`config.mk`:
```
export PLATFORM = sky130hd
export DESIGN_NAME = devctl_regs
export DESIGN_NICKNAME = d
export VERILOG_FILES = /design/src/rtl/devctl_pkg.sv /design/src/rtl/devctl_rst_sync.sv /design/src/rtl/devctl_status_fsm.sv /design/src/rtl/devctl_launch.sv /design/src/rtl/devctl_data_bank.sv /design/src/rtl/devctl_regs.sv
export SDC_FILE = /design/constraint.sdc
export NUM_CORES = 1
export LEC_CHECK = 0
export ABC_AREA = 0
export BUFFER_PORTS_ARGS = -buffer_cell sky130_fd_sc_hd__buf_4
export CAP_MARGIN = 20
export CORE_MARGIN = 8
export CORE_UTILIZATION = 63
export CTS_BUF_LIST = sky130_fd_sc_hd__clkbuf_8
export DETAILED_ROUTE_END_ITERATION = 8
export MAX_ROUTING_LAYER = met4
export PLACE_DENSITY = 0.95
export SYNTH_ARGS = -nofsm -noshare
export SYNTH_HDL_FRONTEND = slang
export SYNTH_HIERARCHICAL = 1
export SYNTH_SLANG_ARGS = --single-unit
```
`constraint.sdc`:
```
create_clock -name clk -period 3.8 [get_ports clk]
set_clock_uncertainty 0.2 [all_clocks]
set_input_delay 0.19 -clock clk [delete_from_list [all_inputs] [get_ports clk]]
set_output_delay 0.19 -clock clk [all_outputs]
set_load 0.05 [all_outputs]
```
`src/rtl/devctl_pkg.sv`:
```
package devctl_pkg;
  // State encoding is the {busy, done} pair itself
  typedef enum logic [1:0] {
    ST_IDLE = 2'b00,
    ST_FIN  = 2'b01,
    ST_WORK = 2'b10
  } ctl_state_e;

  localparam int unsigned CMD_ADDR     = 0;
  localparam int unsigned STAT_ADDR    = 1;
  localparam int unsigned DATA_BASE    = 2;
  localparam int unsigned STAT_BUSY    = 0;
  localparam int unsigned STAT_DONE    = 1;
  localparam int unsigned STAT_ERR_LSB = 2;
endpackage

```
`src/rtl/devctl_rst_sync.sv`:
```
module devctl_rst_sync (
  input  logic clk,
  input  logic rst_ni,
  output logic rst_no
);
  logic [1:0] sync_q;

  always_ff @(posedge clk or negedge rst_ni) begin
    if (!rst_ni) sync_q <= 2'b00;
    else         sync_q <= {sync_q[0], 1'b1};
  end

  assign rst_no = sync_q[1];
endmodule

```
`src/rtl/devctl_status_fsm.sv`:
```
module devctl_status_fsm
  import devctl_pkg::*;
#(
  parameter int unsigned ERR_W = 3
) (
  input  logic             clk,
  input  logic             rst_n,
  input  logic             cmd_wr_i,
  input  logic             ack_wr_i,
  input  logic             fin_i,
  input  logic [ERR_W-1:0] fin_err_i,
  output ctl_state_e       state_o,
  output logic [ERR_W-1:0] err_o,
  output logic             irq_o,
  output logic             accept_o
);
  localparam logic [ERR_W-1:0] ERR_REJECT = '1;

  ctl_state_e       state_q, state_d;
  logic [ERR_W-1:0] err_q, err_d;
  logic             irq_q, irq_d;
  logic             upd_en;

  assign accept_o = cmd_wr_i && (state_q == ST_IDLE);
  assign upd_en   = cmd_wr_i || ack_wr_i || fin_i;

  always_comb begin
    state_d = state_q;
    err_d   = err_q;
    irq_d   = irq_q;
    unique case (state_q)
      ST_IDLE: begin
        if (cmd_wr_i) state_d = ST_WORK;
      end
      ST_WORK: begin
        if (fin_i) begin
          state_d = ST_FIN;
          err_d   = fin_err_i;
          irq_d   = 1'b1;
        end else if (cmd_wr_i) begin
          err_d = ERR_REJECT;
        end
      end
      ST_FIN: begin
        if (ack_wr_i) begin
          state_d = ST_IDLE;
          err_d   = '0;
          irq_d   = 1'b0;
        end else if (cmd_wr_i) begin
          err_d = ERR_REJECT;
        end
      end
      default: begin
        state_d = ST_IDLE;
        err_d   = '0;
        irq_d   = 1'b0;
      end
    endcase
  end

  always_ff @(posedge clk or negedge rst_n) begin
    if (!rst_n) begin
      state_q <= ST_IDLE;
      err_q   <= '0;
      irq_q   <= 1'b0;
    end else if (upd_en) begin
      state_q <= state_d;
      err_q   <= err_d;
      irq_q   <= irq_d;
    end
  end

  assign state_o = state_q;
  assign err_o   = err_q;
  assign irq_o   = irq_q;

  assert_no_undef_state_R9: assert property (@(posedge clk) disable iff (!rst_n)
    state_q != 2'b11);

  assert_reject_keeps_state_R6: assert property (@(posedge clk) disable iff (!rst_n)
    (cmd_wr_i && state_q == ST_FIN && !ack_wr_i) |=> state_q == ST_FIN);
endmodule

```
`src/rtl/devctl_launch.sv`:
```
module devctl_launch #(
  parameter int unsigned CMD_W = 4
) (
  input  logic             clk,
  input  logic             rst_n,
  input  logic             accept_i,
  input  logic [CMD_W-1:0] cmd_i,
  output logic             start_o,
  output logic [CMD_W-1:0] cmd_o
);
  logic             start_q;
  logic [CMD_W-1:0] cmd_q;

  always_ff @(posedge clk or negedge rst_n) begin
    if (!rst_n) start_q <= 1'b0;
    else        start_q <= accept_i;
  end

  always_ff @(posedge clk or negedge rst_n) begin
    if (!rst_n)        cmd_q <= '0;
    else if (accept_i) cmd_q <= cmd_i;
  end

  assign start_o = start_q;
  assign cmd_o   = cmd_q;

  assert_single_pulse_R2: assert property (@(posedge clk) disable iff (!rst_n)
    start_q |=> !start_q);

  assert_cmd_held_R6: assert property (@(posedge clk) disable iff (!rst_n)
    !accept_i |=> $stable(cmd_q));
endmodule

```
`src/rtl/devctl_data_bank.sv`:
```
module devctl_data_bank #(
  parameter int unsigned NUM_DATA = 4,
  parameter int unsigned DATA_W   = 16,
  parameter int unsigned IDX_W    = 2
) (
  input  logic                           clk,
  input  logic                           rst_n,
  input  logic                           wr_en_i,
  input  logic [IDX_W-1:0]               wr_idx_i,
  input  logic [DATA_W-1:0]              wdata_i,
  input  logic                           idle_i,
  output logic [NUM_DATA-1:0][DATA_W-1:0] regs_o
);
  logic [NUM_DATA-1:0][DATA_W-1:0] regs_q;

  for (genvar g = 0; g < NUM_DATA; g++) begin : g_reg
    logic load_en;
    assign load_en = wr_en_i && idle_i && (wr_idx_i == IDX_W'(g));

    always_ff @(posedge clk or negedge rst_n) begin
      if (!rst_n)       regs_q[g] <= '0;
      else if (load_en) regs_q[g] <= wdata_i;
    end
  end

  assign regs_o = regs_q;

  assert_locked_when_active_R7: assert property (@(posedge clk) disable iff (!rst_n)
    !idle_i |=> $stable(regs_q));
endmodule

```
`src/rtl/devctl_regs.sv`:
```
module devctl_regs
  import devctl_pkg::*;
#(
  parameter int unsigned DATA_W   = 16,
  parameter int unsigned NUM_DATA = 4,
  parameter int unsigned CMD_W    = 4,
  parameter int unsigned ERR_W    = 3,
  parameter int unsigned ADDR_W   = $clog2(DATA_BASE + NUM_DATA)
) (
  input  logic              clk,
  input  logic              rst_n,
  input  logic [ADDR_W-1:0] bus_addr,
  input  logic              bus_wen,
  input  logic [DATA_W-1:0] bus_wdata,
  output logic [DATA_W-1:0] bus_rdata,
  output logic              irq_pending,
  output logic              dev_start,
  output logic [CMD_W-1:0]  dev_cmd,
  output logic [DATA_W-1:0] dev_wdata,
  input  logic              dev_finish,
  input  logic [ERR_W-1:0]  dev_err
);
  localparam int unsigned IDX_W = (NUM_DATA > 1) ? $clog2(NUM_DATA) : 1;
  localparam logic [ADDR_W:0] DATA_END = (ADDR_W + 1)'(DATA_BASE + NUM_DATA);

  logic                            rst_sn;
  logic                            hit_cmd, hit_stat, hit_data;
  logic                            cmd_wr, ack_wr, data_wr, accept;
  logic [ADDR_W-1:0]               data_off;
  logic [IDX_W-1:0]                data_idx;
  ctl_state_e                      state;
  logic [1:0]                      st_bits;
  logic                            busy, done;
  logic [ERR_W-1:0]                err;
  logic [NUM_DATA-1:0][DATA_W-1:0] regs;

  devctl_rst_sync u_rst (
    .clk    (clk),
    .rst_ni (rst_n),
    .rst_no (rst_sn)
  );

  // Address decode
  assign hit_cmd  = (bus_addr == ADDR_W'(CMD_ADDR));
  assign hit_stat = (bus_addr == ADDR_W'(STAT_ADDR));
  assign hit_data = (bus_addr >= ADDR_W'(DATA_BASE)) && ({1'b0, bus_addr} < DATA_END);
  assign data_off = bus_addr - ADDR_W'(DATA_BASE);
  assign data_idx = data_off[IDX_W-1:0];

  assign cmd_wr  = bus_wen && hit_cmd;
  assign ack_wr  = bus_wen && hit_stat && !bus_wdata[STAT_DONE];
  assign data_wr = bus_wen && hit_data;

  devctl_status_fsm #(.ERR_W(ERR_W)) u_fsm (
    .clk       (clk),
    .rst_n     (rst_sn),
    .cmd_wr_i  (cmd_wr),
    .ack_wr_i  (ack_wr),
    .fin_i     (dev_finish),
    .fin_err_i (dev_err),
    .state_o   (state),
    .err_o     (err),
    .irq_o     (irq_pending),
    .accept_o  (accept)
  );

  assign st_bits = state;
  assign busy    = st_bits[1];
  assign done    = st_bits[0];

  devctl_launch #(.CMD_W(CMD_W)) u_launch (
    .clk      (clk),
    .rst_n    (rst_sn),
    .accept_i (accept),
    .cmd_i    (bus_wdata[CMD_W-1:0]),
    .start_o  (dev_start),
    .cmd_o    (dev_cmd)
  );

  devctl_data_bank #(
    .NUM_DATA (NUM_DATA),
    .DATA_W   (DATA_W),
    .IDX_W    (IDX_W)
  ) u_bank (
    .clk      (clk),
    .rst_n    (rst_sn),
    .wr_en_i  (data_wr),
    .wr_idx_i (data_idx),
    .wdata_i  (bus_wdata),
    .idle_i   (state == ST_IDLE),
    .regs_o   (regs)
  );

  assign dev_wdata = regs[0];

  // Read mux
  always_comb begin
    bus_rdata = '0;
    if (hit_cmd) begin
      bus_rdata[CMD_W-1:0] = dev_cmd;
    end else if (hit_stat) begin
      bus_rdata[STAT_BUSY]                = busy;
      bus_rdata[STAT_DONE]                = done;
      bus_rdata[STAT_ERR_LSB +: ERR_W]    = err;
    end else if (hit_data) begin
      bus_rdata = regs[data_idx];
    end
  end

  assert_irq_on_busy_fall_R4: assert property (@(posedge clk) disable iff (!rst_sn)
    $rose(irq_pending) |-> $fell(busy));

  assert_irq_needs_done_R5: assert property (@(posedge clk) disable iff (!rst_sn)
    irq_pending |-> done);

  assert_start_with_busy_R2: assert property (@(posedge clk) disable iff (!rst_sn)
    $rose(busy) |-> dev_start);
endmodule

```
Word-level counts from Yosys, hierarchy flattened
Index checks and enable logic that the tools add are counted.
{"block": "word_totals", "ff_bits": 77, "input_bits": 26, "output_inout_bits": 38, "wordCells": 62}
{"block": "classes", "addsub": 1, "order_cmp": 3, "n_eq_ne": 9, "n_mux": 18, "bitwise": 1, "n_reduce_logical": 20}
{"operator": "binary-select mux 16 bit (select 2 bit)", "count": 1}
{"operator": "2-to-1 mux 16 bit", "count": 2}
{"operator": "2-to-1 mux 12 bit", "count": 1}
{"operator": "logical AND 1 bit", "count": 11}
{"operator": "2-to-1 mux 11 bit", "count": 1}
{"operator": "2-to-1 mux 3 bit", "count": 3}
{"operator": "one-hot mux 3 bit (3 select lines)", "count": 1}
{"operator": "AND reduction 4 bit", "count": 2}
{"operator": "== test 2 bit, second input constant", "count": 3}
{"operator": "2-to-1 mux 2 bit", "count": 3}
{"operator": "one-hot mux 2 bit (3 select lines)", "count": 1}
{"operator": "2-to-1 mux 5 bit", "count": 1}
{"operator": "== test 2 x 1 -> 1 bit, second input constant", "count": 2}
{"operator": "zero test 2 bit", "count": 2}
{"operator": "2-to-1 mux 4 bit", "count": 1}
{"operator": "!= test 2 bit, second input constant", "count": 2}
{"operator": "== test 3 x 1 -> 1 bit, second input constant", "count": 1}
{"operator": ">= comparator 3 x 2 -> 1 bit, second input constant", "count": 1}
{"operator": "zero test 3 bit", "count": 1}
{"operator": "< comparator 2 x 3 -> 1 bit, second input constant", "count": 1}
{"operator": "< comparator 3 bit, second input constant", "count": 1}
{"operator": "one-hot mux 1 bit (3 select lines)", "count": 1}
{"operator": "logical OR 1 bit", "count": 2}
{"operator": "2-to-1 mux 1 bit", "count": 2}
{"operator": "5 further kinds", "count": 5}

Longest topological paths before layout
Gate-level depths: netlist of the first run.
{"block": "logic_depth", "depth_word": 6, "depth_mapped": 8, "mapped_depth_nobuf": 7}

Cells and area by module
The synthesis of the first run kept the hierarchy.
{"module": "devctl_data_bank", "instances": 1, "cells_per_inst": 137, "area_each_um2": 2479.9, "seq_area_each_um2": 1601.5}
{"module": "devctl_regs", "instances": 1, "cells_per_inst": 68, "area_each_um2": 654.4, "seq_area_each_um2": 0.0}
{"module": "devctl_status_fsm", "instances": 1, "cells_per_inst": 43, "area_each_um2": 406.6, "seq_area_each_um2": 150.1}
{"module": "devctl_launch", "instances": 1, "cells_per_inst": 9, "area_each_um2": 170.2, "seq_area_each_um2": 125.1}
{"module": "devctl_rst_sync", "instances": 1, "cells_per_inst": 3, "area_each_um2": 53.8, "seq_area_each_um2": 50.0}

Worst setup path before layout of the first run
No wires, ideal clock.
{"block": "synth_path", "path_type": "register to output", "start": "reg u_bank.regs_q, in the netlist u_bank/regs_o[4]", "end": "out bus_rdata[4]", "arrival_ns": 1.848, "required_time_ns": 3.410, "setup_slack_ns": 1.562, "stages_incl_launch_ff": 3, "path_buffers": 0, "cell_sequence": "dfrtp_1 > mux2i_1 > o21ai_0"}
{"block": "synth_between", "elab_chain_len": 5}
{"item": "start, declared", "line_no": "devctl_data_bank.sv:14", "rtl": "logic [NUM_DATA-1:0][DATA_W-1:0] regs_q;"}
{"item": "start signal, assigned by index", "line_no": "devctl_data_bank.sv:22", "rtl": "else if (load_en) regs_q[g] <= wdata_i;"}
{"item": "binary-select mux 16 bit (select 2 bit)", "line_no": "devctl_regs.sv:106", "rtl": "bus_rdata = regs[data_idx];"}
{"item": "2-to-1 mux 16 bit (not written as such)", "line_no": "devctl_regs.sv:106"}
{"item": "2-to-1 mux 16 bit", "line_no": "devctl_regs.sv:105", "rtl": "end else if (hit_data) begin"}
{"item": "2-to-1 mux 5 bit", "line_no": "devctl_regs.sv:101", "rtl": "end else if (hit_stat) begin"}
{"item": "2-to-1 mux 12 bit", "line_no": "devctl_regs.sv:99", "rtl": "if (hit_cmd) begin"}
{"item": "end, declared", "line_no": "devctl_regs.sv:15", "rtl": "output logic [DATA_W-1:0] bus_rdata,"}
Every way passes these cells. The select of a mux whose other input is x is not followed.

Final worst setup path of the first run
{"block": "layout_path", "start": "in bus_addr[1]", "end": "reg u_bank.regs_q, in the netlist u_bank/regs_o[15]"}
{"block": "layout_between", "elab_chain_len": 5, "word_cells_on_any_way": 8, "classes_between": "1 x add/sub; 2 x order compare; 5 x reduce/logical"}
{"item": "start, declared", "line_no": "devctl_regs.sv:12", "rtl": "input logic [ADDR_W-1:0] bus_addr,"}
{"item": ">= comparator 3 x 2 -> 1 bit or < comparator 3 bit (tied branches)", "line_no": "devctl_regs.sv:46", "rtl": "assign hit_data = (bus_addr >= ADDR_W'(DATA_BASE)) && ({1'b0, bus_addr} < DATA_END);"}
{"item": "logical AND 1 bit (*)", "line_no": "devctl_regs.sv:46"}
{"item": "logical AND 1 bit (*)", "line_no": "devctl_regs.sv:52", "rtl": "assign data_wr = bus_wen && hit_data;"}
{"item": "via data_wr", "line_no": "devctl_regs.sv:28", "rtl": "logic cmd_wr, ack_wr, data_wr, accept;"}
{"item": "logical AND 1 bit (*) (2 in series)", "line_no": "devctl_data_bank.sv:18", "rtl": "assign load_en = wr_en_i && idle_i && (wr_idx_i == IDX_W'(g));"}
Mark *: on every way through the listed nets, which the timed path passes. The rest lies on a longest branch.
A chain may end at the register's enable or synchronous reset.

==> results of run 1 <==
## cells by family (layout without fill, tap and decap cells)
kind of cell,Yosys count,in the layout
multiplexers,99,99
adder cells (fa/ha/maj),5,5
flip-flops,77,77
AND/OR/NAND/NOR,33,33
buffers and inverters,19,106
AO/OA/AOI/OAI,26,26
other,1,1
## stage by stage
step	setup WS (ps)	power, mW	instances
after floorplan	1300	2.63	260
after global placement	1010	3.06	388
after CTS	1180	3.98	422
after detailed placement	884	3.13	388
final	1120	4.00	422
after global routing	1080	4.16	422
## registers in the layout, summed over array words and instances, names as in the netlist
register          count
u_bank/regs_o        64
u_launch/cmd_o        4
u_fsm/err_o           3
u_fsm/state_o         2
u_rst/sync_q          2
u_fsm/irq_o           1
u_launch/start_o      1
## where the power goes
part	switching [mW]	internal, mW	leakage, nW
Clock	0.316	0.507	0.134
Combinational	0.969	0.732	1.14
Sequential	0.274	1.20	0.962
Total	1.56	2.44	2.24
## worst reg2reg max path: stages, from the launching register on
cell and delay, ps:
dfrtp_1 460, nor2_1 340, and4bb_1 570, buf_4 320
mux2_2 380
## metal layers
metal  global-route usage  share of wire
met5                    -              0
met3               0.0337          0.040
met1                0.267           0.42
met2                0.364           0.52
met4                0.103          0.022
## cells in the final DEF, fill, tap and decap left out, drive strengths merged, types with 2 or more instances in the layout
| cell | netlist | layout |
|---|---|---|
| a21oi | 7 | 7 |
| and2 | 2 | 2 |
| and3 | 2 | 2 |
| buf | 11 | 65 |
| bufinv | 0 | 4 |
| clkbuf | 1 | 9 |
| clkinv | 0 | 2 |
| dfrtp | 77 | 77 |
| dlygate4sd3 | 0 | 18 |
| ha | 5 | 5 |
| inv | 7 | 8 |
| mux2 | 73 | 73 |
| mux2i | 19 | 19 |
| mux4 | 7 | 7 |
| nand2 | 5 | 5 |
| nand2b | 3 | 3 |
| nand4b | 2 | 2 |
| nor2 | 4 | 4 |
| nor2b | 8 | 8 |
| o21ai | 6 | 6 |
| o221ai | 4 | 4 |
| o22ai | 4 | 4 |
| or2 | 2 | 2 |
## final cells by class
cell class                      count  area [um2]
Clock buffer                        9         124
Clock inverter                      7         146
Fill cell                         309        1170
Inverter                            7        26.3
Multi-Input combinational cell    164        1690
Sequential cell                    77        1930
Tap cell                           75        93.8
Timing Repair Buffer               83         668
## how the worst max path moves through the flow
stage / from / endpoint / slack (ps) / depth (start not counted)
6_report: bus_addr[1] / u_bank/regs_o[15] / 1120 / 7
5_1_grt: bus_addr[2] / u_bank/regs_o[15] / 1080 / 7
4_1_cts: bus_addr[2] / u_bank/regs_o[15] / 1180 / 7
3_5_place_dp: bus_addr[2] / u_bank/regs_o[15] / 880 / 7
3_3_place_gp: bus_addr[1] / u_bank/regs_o[15] / 1010 / 7
2_1_floorplan: u_rst/sync_q[1] / u_bank/regs_o[0] / 1300 / 0
==> metrics.csv, run 1 <==
stage,metric,value,unit
timing,Slew @ Worst Pin,708,ps
detailed_routing,first drt pass iteration count,4,
hold_path,startpoint of the worst hold path,dev_err[1],
cts,cts hold-fix bufs,18,
cts,H-tree depth,3,
detailed_routing,Routed Antenna Nets,0,
flow_run,Max Cap Viol,0,
critical_path,RR Endpoint,u_bank/regs_o[15],
pwr,Max VDD drop,0.518,mV
global_routing,global route overflow,0,
logic_synthesis,leading area contributor after synthesis,dfrtp_1,
critical_path,CP max FO,12,
logic_synthesis,proportion of synthesized area in mux cells,0.322,
global_routing,first-pass GRT wire length,14.5,mm
critical_path,"slowest stage delay, CP",570,ps
cts,CTS Buf Count,9,
die,IO Pins,64,
timing,highest clock rate,374,MHz
hold_path,Hold WC Path Type,in2reg,
detailed_routing,vias per cell,5.95,
logic_synthesis,dominant synthesized flop cell,dfrtp_1,
detailed_routing,vias,2510,
critical_path,reg2reg path depth,4,
place,gp weighted congestion,0.769,
logic_synthesis,"FF+latch count, synth",77,
timing,Hold WS,76.8,ps
place,DP Area,0.00423,mm2
logic_synthesis,number of flops mapped to enable cells by yosys,0,
layout,Layout Utilization,0.800,
logic_synthesis,Synth Instances,260,
pwr,LEAKAGE,2.24,nW
timing,final setup violating endpoints,0,
cts,Root Driver,clkbuf_8,
logic_synthesis,async set-or-reset flop fraction in the synthesized netlist,1.00,
layout,layout cells sized above 1,0.496,
cts,postcts setup bufs,0,
cts,later-pin clock latency in the skew report,350,ps
critical_path,CP dominant cell by count,buf_4,
critical_path,Worst setup SP type,primary input,
critical_path,reg2reg setup slack,1410,ps
global_routing,number of global-route vias before repair,2644,
critical_path,critical path data required time,3830,ps
layout,Synth-to-Final Area Change,24.3,%
critical_path,"Buf+Inv Stages, Crit Path",2,
pwr,pwr dens,854,mW/mm2
timing,Fin. Hold Viols,0,
cts,Worst-path clk slew,80,ps
logic_synthesis,post-synthesis net count,291,
detailed_routing,# DRC,0,
cts,clock sink total,77,
critical_path,"delay-heaviest family, CP",simple AND/OR/NAND/NOR gates,
layout,n_diodes,0,
global_routing,initial antenna violation count,0,
timing,Tmin final,2680,ps
logic_synthesis,sequential cell area fraction in the yosys report,0.512,
cts,post-CTS sizing,0,
die,die span in x,93.3,um
critical_path,Slowest cell on crit path,and4bb_1,
logic_synthesis,Syn Area/Cell,14.5,um2
logic_synthesis,post-synthesis xor/xnor area fraction,0,
logic_synthesis,Synth Area in Compound Gates,0.0459,
hold_path,Hold EP,u_fsm/err_o[1],
cts,Clock Path Buffers,2,
logic_synthesis,Netlist cell types,42,
timing,fin. max-slew vios,0,
timing,Fin Setup TNS,0,ps
place,# port buffers,63,
layout,nets,373,
layout,final instance area,0.00468,mm2
logic_synthesis,post-synthesis adder-cell area fraction,0.0166,
critical_path,Worst Path Arrival,2710,ps
critical_path,WS Path Type,in2reg,
hold_path,worst hold stages,4,
timing,Slew headroom,0.527,
global_routing,global-route usage over all layers,0.223,
status,outcome,"finished, final reports clean",
logic_synthesis,top post-synthesis cells by area,"dfrtp_1 (51%), mux2_2 (19%), mux2i_1 (5.1%)",
timing,Final period util,0.704,
logic_synthesis,top-count cell post-synth,dfrtp_1,
die,Initial Util,0.643,
logic_synthesis,largest family of logic cells by synthesized area,multiplexers,
global_routing,pin count of the biggest net entering global routing,45,
cts,CTS tree,built,
die,DIE AREA,0.00871,mm2
place,dpl hpwl,5.91,mm
die,Die Span Y,93.3,um
critical_path,r2r startpoint,u_fsm/state_o[1],
detailed_routing,final wirelength,9.05,mm
logic_synthesis,Post-Synth Simple-Gate Area,0.0641,
logic_synthesis,yosys warns,6,
die,core area,0.00585,mm2
logic_synthesis,top-area cell type share of the netlist area,0.512,
critical_path,crit end category,register,
detailed_routing,initial DRC count,174,
timing,RSZ-0062 raised after global routing,false,
critical_path,worst path cell trace,"buf_4, nand2b_1, and2_2, nor2b_1, and4bb_1, buf_4, mux2_2",
die,row count,28,
logic_synthesis,synthesized cell area,0.00376,mm2
logic_synthesis,top post-synthesis cells by count,"dfrtp_1 (77), mux2_2 (62), mux2i_1 (19)",
detailed_routing,wire per inst,21.4,um
No activity file was read; power rests on OpenSTA's default activity.
==> inputs of run 2 (changes only) <==
--- a/config.mk
+++ b/config.mk
@@ -9,11 +9,11 @@
 export BUFFER_PORTS_ARGS = -buffer_cell sky130_fd_sc_hd__buf_4
 export CAP_MARGIN = 20
 export CORE_MARGIN = 8
-export CORE_UTILIZATION = 63
+export CORE_UTILIZATION = 52
 export CTS_BUF_LIST = sky130_fd_sc_hd__clkbuf_8
 export DETAILED_ROUTE_END_ITERATION = 8
 export MAX_ROUTING_LAYER = met4
-export PLACE_DENSITY = 0.95
+export PLACE_DENSITY = 0.89
 export SYNTH_ARGS = -nofsm -noshare
 export SYNTH_HDL_FRONTEND = slang
 export SYNTH_HIERARCHICAL = 1
==> constraint.sdc (replaced) <==
create_clock -name clk -period 2.2 [get_ports clk]
set_clock_uncertainty 0.2 [all_clocks]
set_input_delay 0.11 -clock clk [delete_from_list [all_inputs] [get_ports clk]]
set_output_delay 0.11 -clock clk [all_outputs]
set_load 0.05 [all_outputs]
==> metrics.csv, run 2 (synthesis results as in run 1) <==
stage,metric,value,unit
cts,clock sink total,77,
die,row count,31,
layout,most frequent cells in the layout,"dfrtp_1 (76), buf_4 (69), mux2_2 (62)",
die,Die Span Y,101,um
global_routing,pin count of the biggest net entering global routing,76,
timing,Fin. Hold Viols,0,
detailed_routing,initial DRC count,107,
pwr,Max VDD drop,0.707,mV
place,# port buffers,63,
pwr,pwr dens,1370,mW/mm2
detailed_routing,first drt pass iteration count,4,
status,outcome,"finished, final reports clean",
layout,nets,383,
critical_path,Worst Path Arrival,2120,ps
cts,Clock Path Buffers,2,
place,gp weighted congestion,0.838,
hold_path,worst hold stages,4,
layout,max FFs per register,64,
critical_path,crit end category,register,
timing,fin. max-slew vios,0,
timing,final setup violating endpoints,0,
cts,H-tree depth,3,
die,Initial Util,0.528,
detailed_routing,Routed Antenna Nets,0,
detailed_routing,wire per inst,18.0,um
cts,later-pin clock latency in the skew report,340,ps
critical_path,critical path data required time,2230,ps
cts,Root Driver,clkbuf_8,
timing,Fin Setup TNS,0,ps
layout,layout cells sized above 1,0.510,
critical_path,WS Path Type,in2reg,
layout,FILL cells,512,
global_routing,global-route usage over all layers,0.178,
hold_path,Hold WC Path Type,in2reg,
layout,"commonest non-fill, non-tap cell in the layout",dfrtp_1,
cts,post-CTS sizing,0,
detailed_routing,final wirelength,8.22,mm
global_routing,first-pass GRT wire length,13.7,mm
timing,highest clock rate,478,MHz
cts,Worst-path clk slew,80,ps
detailed_routing,# DRC,0,
die,DIE AREA,0.0102,mm2
detailed_routing,vias,2458,
critical_path,Critical Path Stages,7,
critical_path,CP max FO,6,
layout,n_diodes,0,
timing,Final period util,0.951,
layout,Synth-to-Final Area Change,28.0,%
global_routing,initial antenna violation count,0,
critical_path,Worst setup SP type,primary input,
die,core area,0.00714,mm2
pwr,total power,6.60,mW
flow_run,Max Cap Viol,0,
critical_path,Critical Path Source,bus_wdata[1],
global_routing,global route overflow,0,
global_routing,number of global-route vias before repair,2681,
die,IO Pins,64,
timing,Hold WS,31.4,ps
timing,RSZ-0062 raised after global routing,false,
timing,Tmin final,2090,ps
cts,CTS tree,built,
critical_path,worst path cell trace,"dlygate4sd3_1, buf_4, nor3b_1, inv_1, a221o_1, a21oi_2, mux2_1",
critical_path,"delay-heaviest family, CP",buffers and inverters,
die,die span in x,101,um
critical_path,"slowest stage delay, CP",550,ps
critical_path,reg2reg path depth,5,
cts,CTS Buf Count,9,
critical_path,r2r startpoint,u_fsm/state_o[1],
place,dpl hpwl,5.73,mm
critical_path,Slowest cell on crit path,dlygate4sd3_1,
critical_path,"Buf+Inv Stages, Crit Path",3,
hold_path,startpoint of the worst hold path,dev_err[1],
pwr,LEAKAGE,2.29,nW
detailed_routing,vias per cell,5.39,
place,pre-CTS setup slack,121,ps
timing,Worst Slack Setup Final,107,ps
[run 2: cell count changes in the layout (fill, tap and decap cells not counted), sizes merged]
| cell | change |
|---|---|
| buf | +10 |
| bufinv | -2 |
| clkbuf | +1 |
| clkinv | -2 |
| clkinvlp | +2 |
| inv | +1 |
[run 2: area by class of cell]
cell class,count,area [um2],share of cell area
clock buffer,10,138,0.0286
multi-input combinational,164,1690,0.351
timing repair buffer,93,818,0.170
clock inverter,6,92.6,0.0192
inverter,7,26.3,0.00545
sequential,77,1930,0.400
tap,99,124,0.0257
[run 2: power by group]
part	total [mW]	switching (mW)	internal (mW)
clock network	1.20	0.525	0.677
registers	2.48	0.416	2.07
logic	2.91	1.63	1.29
[run 2: timing repair]
item | 4_1_cts | 5_1_grt
setup buffers | 0 | 0
hold endpoints to repair | 70 | 0
hold buffers | 18 | 0
[run 2: final timing paths]
path / to / slack [ps]
max: u_fsm/state_o[1] / 110
min: u_fsm/err_o[1] / 30
max reg2reg: u_fsm/state_o[1] / 210
min reg2reg: u_bank/regs_o[53] / 90
max in group asynchronous: u_rst/sync_q[1] / 1240
min in group asynchronous: u_bank/regs_o[53] / 90
[run 2: routing by layer]
layer / vias to the layer above / track usage / routed length (um)
li1: 1147 / - / -
met5: - / - / 0
met2: 63 / 0.274 / 3990
met4: 0 / 0.0733 / 132
met3: 10 / 0.0401 / 357
met1: 1238 / 0.221 / 3740
[run 2: metrics by stage]
stage           util  cells  instance area (um2)
5_1_grt        0.675    456                 4820
3_3_place_gp   0.618    422                 4410
3_5_place_dp   0.618    422                 4410
4_1_cts        0.675    456                 4820
2_1_floorplan      -    260                 3770
6_report       0.675    456                 4820
[run 2: worst reg2reg max path, delay by kind of cell, from the launching register on]
family	cells	cell delay [ps]
compound gates	2	550
fa+ha+maj	1	220
buf+inv	1	110
flops	1	470
mux	1	330
